## config.mk

```make
export PLATFORM = sky130hd
export DESIGN_NAME = upd_coalesce_cache
export DESIGN_NICKNAME = d
export VERILOG_FILES = /design/src/rtl/ucc_pkg.sv /design/src/rtl/ucc_cam.sv /design/src/rtl/ucc_ring.sv /design/src/rtl/ucc_store.sv /design/src/rtl/upd_coalesce_cache.sv
export SDC_FILE = /design/constraint.sdc
export NUM_CORES = 1
export LEC_CHECK = 0
export BUFFER_PORTS_ARGS = -buffer_cell sky130_fd_sc_hd__buf_2
export CORE_MARGIN = 5
export CORE_UTILIZATION = 25
export CTS_CLUSTER_DIAMETER = 30
export DETAILED_ROUTE_END_ITERATION = 8
export PLACE_DENSITY_LB_ADDON = 0.15
export SETUP_SLACK_MARGIN = 0.2
export SYNTH_ARGS = -nofsm -noshare
export SYNTH_HDL_FRONTEND = slang
export SYNTH_SLANG_ARGS = --single-unit
export TNS_END_PERCENT = 50
```

## constraint.sdc

```tcl
create_clock -name clk_i -period 4.3 [get_ports clk_i]
set_input_delay 0.43 -clock clk_i [delete_from_list [all_inputs] [get_ports clk_i]]
set_output_delay 0.43 -clock clk_i [all_outputs]
set_load 0.005 [all_outputs]
```

## src/rtl/ucc_pkg.sv

```systemverilog
package ucc_pkg;
  typedef enum logic [1:0] {
    EV_NONE     = 2'd0,
    EV_CAPACITY = 2'd1,
    EV_FLUSH    = 2'd2
  } ev_cause_e;
endpackage

```

## src/rtl/ucc_cam.sv

```systemverilog
module ucc_cam #(
  parameter int DEPTH  = 8,
  parameter int ADDR_W = 8,
  localparam int IDX_W = $clog2(DEPTH)
) (
  input  logic [DEPTH-1:0]             vld_i,
  input  logic [DEPTH-1:0][ADDR_W-1:0] tag_i,
  input  logic [ADDR_W-1:0]            key_i,
  input  logic [IDX_W-1:0]             head_i,
  input  logic                         head_pop_i,
  output logic [DEPTH-1:0]             hit_vec_o,
  output logic                         hit_any_o,
  output logic                         hit_eff_o,
  output logic [IDX_W-1:0]             hit_idx_o
);
  logic [DEPTH-1:0] head_oh;
  logic [DEPTH-1:0] live_vec;

  for (genvar i = 0; i < DEPTH; i++) begin : g_cmp
    assign hit_vec_o[i] = vld_i[i] && (tag_i[i] == key_i);
    assign head_oh[i]   = (head_i == IDX_W'(i));
  end

  // a match on the slot leaving this cycle does not count as a hit
  assign live_vec  = hit_vec_o & ~(head_oh & {DEPTH{head_pop_i}});
  assign hit_any_o = |hit_vec_o;
  assign hit_eff_o = |live_vec;

  always_comb begin
    hit_idx_o = '0;
    for (int i = 0; i < DEPTH; i++) begin
      if (live_vec[i]) hit_idx_o = IDX_W'(i);
    end
  end
endmodule

```

## src/rtl/ucc_ring.sv

```systemverilog
module ucc_ring #(
  parameter int DEPTH = 8,
  localparam int IDX_W = $clog2(DEPTH),
  localparam int CNT_W = $clog2(DEPTH + 1)
) (
  input  logic             clk_i,
  input  logic             rst_ni,
  input  logic             push_i,
  input  logic             pop_i,
  output logic [IDX_W-1:0] head_o,
  output logic [IDX_W-1:0] tail_o,
  output logic [CNT_W-1:0] occ_o,
  output logic             full_o,
  output logic             empty_o
);
  function automatic logic [IDX_W-1:0] nxt(input logic [IDX_W-1:0] p);
    return (p == IDX_W'(DEPTH - 1)) ? '0 : p + 1'b1;
  endfunction

  always_ff @(posedge clk_i or negedge rst_ni) begin
    if (!rst_ni) begin
      head_o <= '0;
      tail_o <= '0;
      occ_o  <= '0;
    end else begin
      if (pop_i)  head_o <= nxt(head_o);
      if (push_i) tail_o <= nxt(tail_o);
      case ({push_i, pop_i})
        2'b10:   occ_o <= occ_o + 1'b1;
        2'b01:   occ_o <= occ_o - 1'b1;
        default: occ_o <= occ_o;
      endcase
    end
  end

  assign full_o  = (occ_o == CNT_W'(DEPTH));
  assign empty_o = (occ_o == '0);
endmodule

```

## src/rtl/ucc_store.sv

```systemverilog
module ucc_store #(
  parameter int DEPTH   = 8,
  parameter int ADDR_W  = 8,
  parameter int DELTA_W = 16,
  parameter int ACC_W   = 24,
  localparam int IDX_W  = $clog2(DEPTH)
) (
  input  logic                         clk_i,
  input  logic                         rst_ni,
  input  logic                         push_i,
  input  logic [IDX_W-1:0]             tail_i,
  input  logic                         pop_i,
  input  logic [IDX_W-1:0]             head_i,
  input  logic                         fold_i,
  input  logic [IDX_W-1:0]             fold_idx_i,
  input  logic [ADDR_W-1:0]            addr_i,
  input  logic [DELTA_W-1:0]           delta_i,
  output logic [DEPTH-1:0]             vld_o,
  output logic [DEPTH-1:0][ADDR_W-1:0] tag_o,
  output logic [ADDR_W-1:0]            head_addr_o,
  output logic [ACC_W-1:0]             head_acc_o
);
  logic [DEPTH-1:0][ACC_W-1:0] acc_q;
  logic [ACC_W-1:0]            delta_sx;

  assign delta_sx = {{(ACC_W - DELTA_W){delta_i[DELTA_W-1]}}, delta_i};

  for (genvar i = 0; i < DEPTH; i++) begin : g_slot
    always_ff @(posedge clk_i or negedge rst_ni) begin
      if (!rst_ni) begin
        vld_o[i] <= 1'b0;
        tag_o[i] <= '0;
        acc_q[i] <= '0;
      end else if (push_i && tail_i == IDX_W'(i)) begin
        // push wins over pop: a full-store eviction reuses the slot
        vld_o[i] <= 1'b1;
        tag_o[i] <= addr_i;
        acc_q[i] <= delta_sx;
      end else if (pop_i && head_i == IDX_W'(i)) begin
        vld_o[i] <= 1'b0;
      end else if (fold_i && fold_idx_i == IDX_W'(i)) begin
        acc_q[i] <= acc_q[i] + delta_sx;
      end
    end
  end

  assign head_addr_o = tag_o[head_i];
  assign head_acc_o  = acc_q[head_i];
endmodule

```

## src/rtl/upd_coalesce_cache.sv

```systemverilog
module upd_coalesce_cache
  import ucc_pkg::*;
#(
  parameter int DEPTH   = 8,
  parameter int ADDR_W  = 8,
  parameter int DELTA_W = 16,
  parameter int ACC_W   = 24
) (
  input  logic               clk_i,
  input  logic               rst_ni,
  input  logic               upd_valid_i,
  output logic               upd_ready_o,
  input  logic [ADDR_W-1:0]  upd_addr_i,
  input  logic [DELTA_W-1:0] upd_delta_i,
  input  logic               flush_i,
  output logic               ev_valid_o,
  input  logic               ev_ready_i,
  output logic [ADDR_W-1:0]  ev_addr_o,
  output logic [ACC_W-1:0]   ev_delta_o,
  output logic               empty_o
);
  localparam int IDX_W = $clog2(DEPTH);
  localparam int CNT_W = $clog2(DEPTH + 1);

  logic [DEPTH-1:0]             vld;
  logic [DEPTH-1:0][ADDR_W-1:0] tag;
  logic [DEPTH-1:0]             hit_vec;
  logic                         hit_any, hit_eff;
  logic [IDX_W-1:0]             hit_idx, head, tail;
  logic [CNT_W-1:0]             occ;
  logic                         full, empty;
  logic                         pop, push, fold, accept;
  ev_cause_e                    ev_cause;

  always_comb begin
    if (flush_i && !empty)                             ev_cause = EV_FLUSH;
    else if (!flush_i && upd_valid_i && !hit_any && full) ev_cause = EV_CAPACITY;
    else                                               ev_cause = EV_NONE;
  end

  assign ev_valid_o  = (ev_cause != EV_NONE);
  assign pop         = ev_valid_o && ev_ready_i;
  assign upd_ready_o = hit_eff || !full || pop;
  assign accept      = upd_valid_i && upd_ready_o;
  assign push        = accept && !hit_eff;
  assign fold        = accept && hit_eff;
  assign empty_o     = empty;

  ucc_cam #(.DEPTH(DEPTH), .ADDR_W(ADDR_W)) u_cam (
    .vld_i      (vld),
    .tag_i      (tag),
    .key_i      (upd_addr_i),
    .head_i     (head),
    .head_pop_i (pop),
    .hit_vec_o  (hit_vec),
    .hit_any_o  (hit_any),
    .hit_eff_o  (hit_eff),
    .hit_idx_o  (hit_idx)
  );

  ucc_ring #(.DEPTH(DEPTH)) u_ring (
    .clk_i   (clk_i),
    .rst_ni  (rst_ni),
    .push_i  (push),
    .pop_i   (pop),
    .head_o  (head),
    .tail_o  (tail),
    .occ_o   (occ),
    .full_o  (full),
    .empty_o (empty)
  );

  ucc_store #(
    .DEPTH(DEPTH), .ADDR_W(ADDR_W), .DELTA_W(DELTA_W), .ACC_W(ACC_W)
  ) u_store (
    .clk_i       (clk_i),
    .rst_ni      (rst_ni),
    .push_i      (push),
    .tail_i      (tail),
    .pop_i       (pop),
    .head_i      (head),
    .fold_i      (fold),
    .fold_idx_i  (hit_idx),
    .addr_i      (upd_addr_i),
    .delta_i     (upd_delta_i),
    .vld_o       (vld),
    .tag_o       (tag),
    .head_addr_o (ev_addr_o),
    .head_acc_o  (ev_delta_o)
  );
endmodule

```

==> summary.md <==
| Metric | Value |
|---|---|
| Sw Ratio | `41.8%` |
| Residual DRC | `0` |
| Synthesis Warnings | `0` |
| GRT Resource Usage Total | `16.0%` |
| Slew Limit Fails | `0` |
| Delay-heaviest family, CP | `simple AND/OR/NAND/NOR gates` |
| CTS tree | `done` |
| Adder-Cell Fraction of Synth Area | `11.4%` |
| WP data arrival | `4.43 ns` |
| Post-Synth XOR/XNOR Area | `7.25%` |
| Post-synthesis simple-gate area fraction | `19.7%` |
| Boundary Pins | `64` |
| Vias | `20900` |
| Startpoint Class | `flip-flop` |
| Main combinational cell family by area after synthesis | `simple AND/OR/NAND/NOR gates` |
| Leading area contributor after synthesis | `dfrtp_1` |
| Vias per cell | `5.01` |
| Post-synthesis cell count | `2743` |
| Dpl hpwl | `61100 um` |
| Vias in the first global route | `20800` |
| Final WL | `81700 um` |
| Clk sinks | `274` |
| Post-CTS setup buffer count | `0` |
| #FFs+latches synth | `274` |
| Clock Latency Late Sink | `0.63 ns` |
| Final setup TNS | `0 ns` |
| Period utilization | `91.3%` |
| Syn_nets | `2980` |
| Worst path max stage delay | `0.58 ns` |
| Pin count of the biggest net entering global routing | `84` |
| Pwr dens | `843 nW/um^2` |
| Routed wire per std cell | `19.6 um` |
| Critical path cell sequence | `nor4b_4 > nand3b_1 > nor4b_2 > a41oi_4 > a211oi_4 > buf_4 > nand3_1 > nor2_2 > a31oi_1 > o21a_1` |
| Port buffer count | `63` |
| Slew headroom | `31.0%` |
| Core area | `93200 um^2` |
| Final ANT Viol Nets | `0` |
| CTS root buffer | `clkbuf_16` |
| Fmax | `255 MHz` |
| Min cycle time layout | `3.92 ns` |
| Status | `completed` |
| Worst-path clk slew | `0.05 ns` |
| Logic pwr share | `50.2%` |
| Worst Tran Pin Value | `1.03 ns` |
| Synth area leaders | `dfrtp_1 (29%), ha_1 (11%), nand2_1 (7.7%)` |
| Asr flop ratio synth | `100%` |
| P_sw | `0.0101 W` |
| H-tree levels | `3` |
| Peak VDD IR | `0.000336 V` |
| R2R setup slack | `0.38 ns` |
| Critical Path Fanout Max | `18` |
| Post-synth top area share | `29.3%` |
| Unrepaired setup endpoints after global routing | `false` |
| Die area | `99900 um^2` |
| Non-filler cells, final | `4174` |
| Final Hold Vio Count | `0` |
| Crit-path slowest cell | `nor2_2` |
| Die W | `316 um` |
| Final Core Density | `30.6%` |
| Most used DFF post-synth | `dfrtp_1` |
| Mapped Avg Cell Area | `8.54 um^2` |
| Initial core utilization | `25.1%` |
| Clock network power share | `27.9%` |
| Die Span Y | `316 um` |
| P_int | `0.0140 W` |
| Dpl cells | `4002` |
| DRT Pass-1 Iters | `5` |
| Critical Path RT | `4.81 ns` |
| Clock Path Buffers | `3` |
| WS Path Type | `flip-flop to flip-flop` |
| Worst Hold Path EP | `u_store.acc_q[182]` |
| Reg2Reg Launch Point | `u_ring.occ_o[1]` |
| Crit end category | `flip-flop` |
| Post-synth EDFFs | `0` |
| Row cnt | `112` |
| Antenna violations before repair | `4` |
| Worst-case reg-to-reg path depth | `10` |
| Share of layout cells above drive strength 1 | `14.8%` |
| Worst r2r dst | `u_store.acc_q[70]` |
| Post-Syn Area | `23400 um^2` |
| Nets | `3080` |
| Seq/Total Area, Yosys | `29.3%` |
| Buf/Inv on CP | `1` |
| Compound-Gate Fraction of Synth Area | `19.1%` |
| Area growth, synth to finish | `21.8%` |
| Hold Slack | `0.147 ns` |
| Post-Route Skew | `0.0270 ns` |
| Leakage power | `12.5 nW` |
| Hold Startpoint | `upd_delta_i[14]` |
| TritonCTS buffer count | `92` |
| GRT overflow | `0` |
| Hold path cells | `3` |
| GP Congestion | `0.849` |
| Mux share of post-synthesis cell area | `9.47%` |
| Distinct cells, synth | `94` |
| Initial drt markers | `1239` |
| First-pass GRT wire length | `125000 um` |
| Register share of total power | `21.9%` |
| Setup Viol. Count Final | `0` |
| Worst Hold Class | `input pin to flip-flop` |
| Max-Cap Viols | `0` |
## final cells by class
cell class | instances | area [um^2]
Timing Repair Buffer | 139 | 996
Tap cell | 1254 | 1570
Sequential cell | 274 | 6860
Inverter | 69 | 259
Clock buffer | 127 | 2700
Clock inverter | 41 | 457
Multi-Input combinational cell | 2267 | 15700
Antenna cell | 3 | 7.51
Fill cell | 9837 | 64700
## power by group through the flow
stage	registers [W]	logic (W)	clock network (W)
after global routing	0.00542	0.0134	0.00701
after CTS	0.00529	0.0121	0.00687
after detailed placement	0.00531	0.0120	0
final	0.00526	0.0121	0.00672
after global placement	0.00531	0.0118	0
after floorplan	0.00461	0.00897	0
## sequential cells by signal, indices dropped and copies added (netlist names)
| register | cells |
|---|---|
| u_ring.head_o | 3 |
| u_ring.occ_o | 4 |
| u_ring.tail_o | 3 |
| u_store.acc_q | 192 |
| u_store.tag_o | 64 |
| u_store.vld_o | 8 |
## worst max path at each step
stage / endpoint / cells after the start / slack (ns) / start
after floorplan: u_ring.occ_o[3] / 18 / 0.36 / u_ring.head_o[0]
after global placement: u_store.acc_q[164] / 14 / 0.43 / upd_delta_i[1]
after detailed placement: u_store.acc_q[70] / 12 / 0.32 / upd_addr_i[6]
after CTS: ev_delta_o[16] / 6 / 0.35 / u_ring.head_o[0]
after global routing: u_store.acc_q[70] / 10 / 0.24 / u_ring.occ_o[1]
final: u_store.acc_q[70] / 10 / 0.38 / u_ring.occ_o[1]
## logic make-up (layout without fill, tap and decap cells)
kind of cell             after synthesis  in the layout
adder cells (fa/ha/maj)              208            208
flip-flops                           274            274
other                                  0              3
multiplexers                         138            138
AND/OR/NAND/NOR                     1002           1002
buffers and inverters                202            376
AO/OA/AOI/OAI                        725            725
XOR/XNOR                             194            194
## metal layers
layer | vias up | track usage [%] | routed length [um]
met5 | - | 0 | 24
met4 | 4 | 5.22 | 2400
met3 | 136 | 2.88 | 3640
met2 | 447 | 26.5 | 37800
met1 | 10200 | 21.3 | 37800
li1 | 10100 | - | -
## synthesized netlist by cell type, drive strengths merged, types with 44 or more instances
| library cell | number |
|---|---|
| xor2 | 58 |
| buf | 79 |
| mux4 | 64 |
| nand3 | 61 |
| xnor2 | 136 |
| mux2i | 44 |
| inv | 69 |
| dfrtp | 274 |
| ha | 199 |
| o21ai | 177 |
| nor2 | 209 |
| a21o | 63 |
| nand2 | 482 |
| a31oi | 67 |
| clkbuf | 54 |
| a21oi | 242 |
| nor3 | 59 |
## cells in the final DEF, fill, tap and decap left out, types with 25 or more instances in the layout
| cell | instances |
|---|---|
| nor2b_1 | 30 |
| xnor2_1 | 136 |
| a21o_1 | 63 |
| dfrtp_1 | 272 |
| and3_1 | 25 |
| nor3_1 | 57 |
| inv_1 | 66 |
| clkbuf_16 | 93 |
| mux4_2 | 64 |
| ha_1 | 199 |
| nor2_1 | 202 |
| nand3_1 | 56 |
| buf_4 | 67 |
| xor2_1 | 58 |
| a21oi_1 | 242 |
| buf_2 | 61 |
| a31oi_1 | 66 |
| o21a_1 | 25 |
| mux2i_1 | 44 |
| o21ai_0 | 167 |
| nand2_1 | 479 |
## worst min-delay path: cells and delay by family
family                 cells  cell delay, ns
and+or+nand+nor            1            0.11
AOI/OAI and AO/OA          1            0.04
buffers and inverters      1            0.15
## metrics by stage
step / worst slack, ns / total power (W) / area [um^2]
4_1_cts: 0.345 / 0.0242 / 28500
3_5_place_dp: 0.321 / 0.0173 / 25300
3_3_place_gp: 0.431 / 0.0172 / 25300
2_1_floorplan: 0.357 / 0.0136 / 23400
6_report: 0.376 / 0.0240 / 28500
5_1_grt: 0.242 / 0.0259 / 28500
## repair_timing
item	4_1_cts	5_1_grt
endpoints found under the hold margin	76	0
gates resized for setup	1	1
hold buffers	1	0
setup endpoints to repair	4	1
Power figures use the tool's default switching activity.
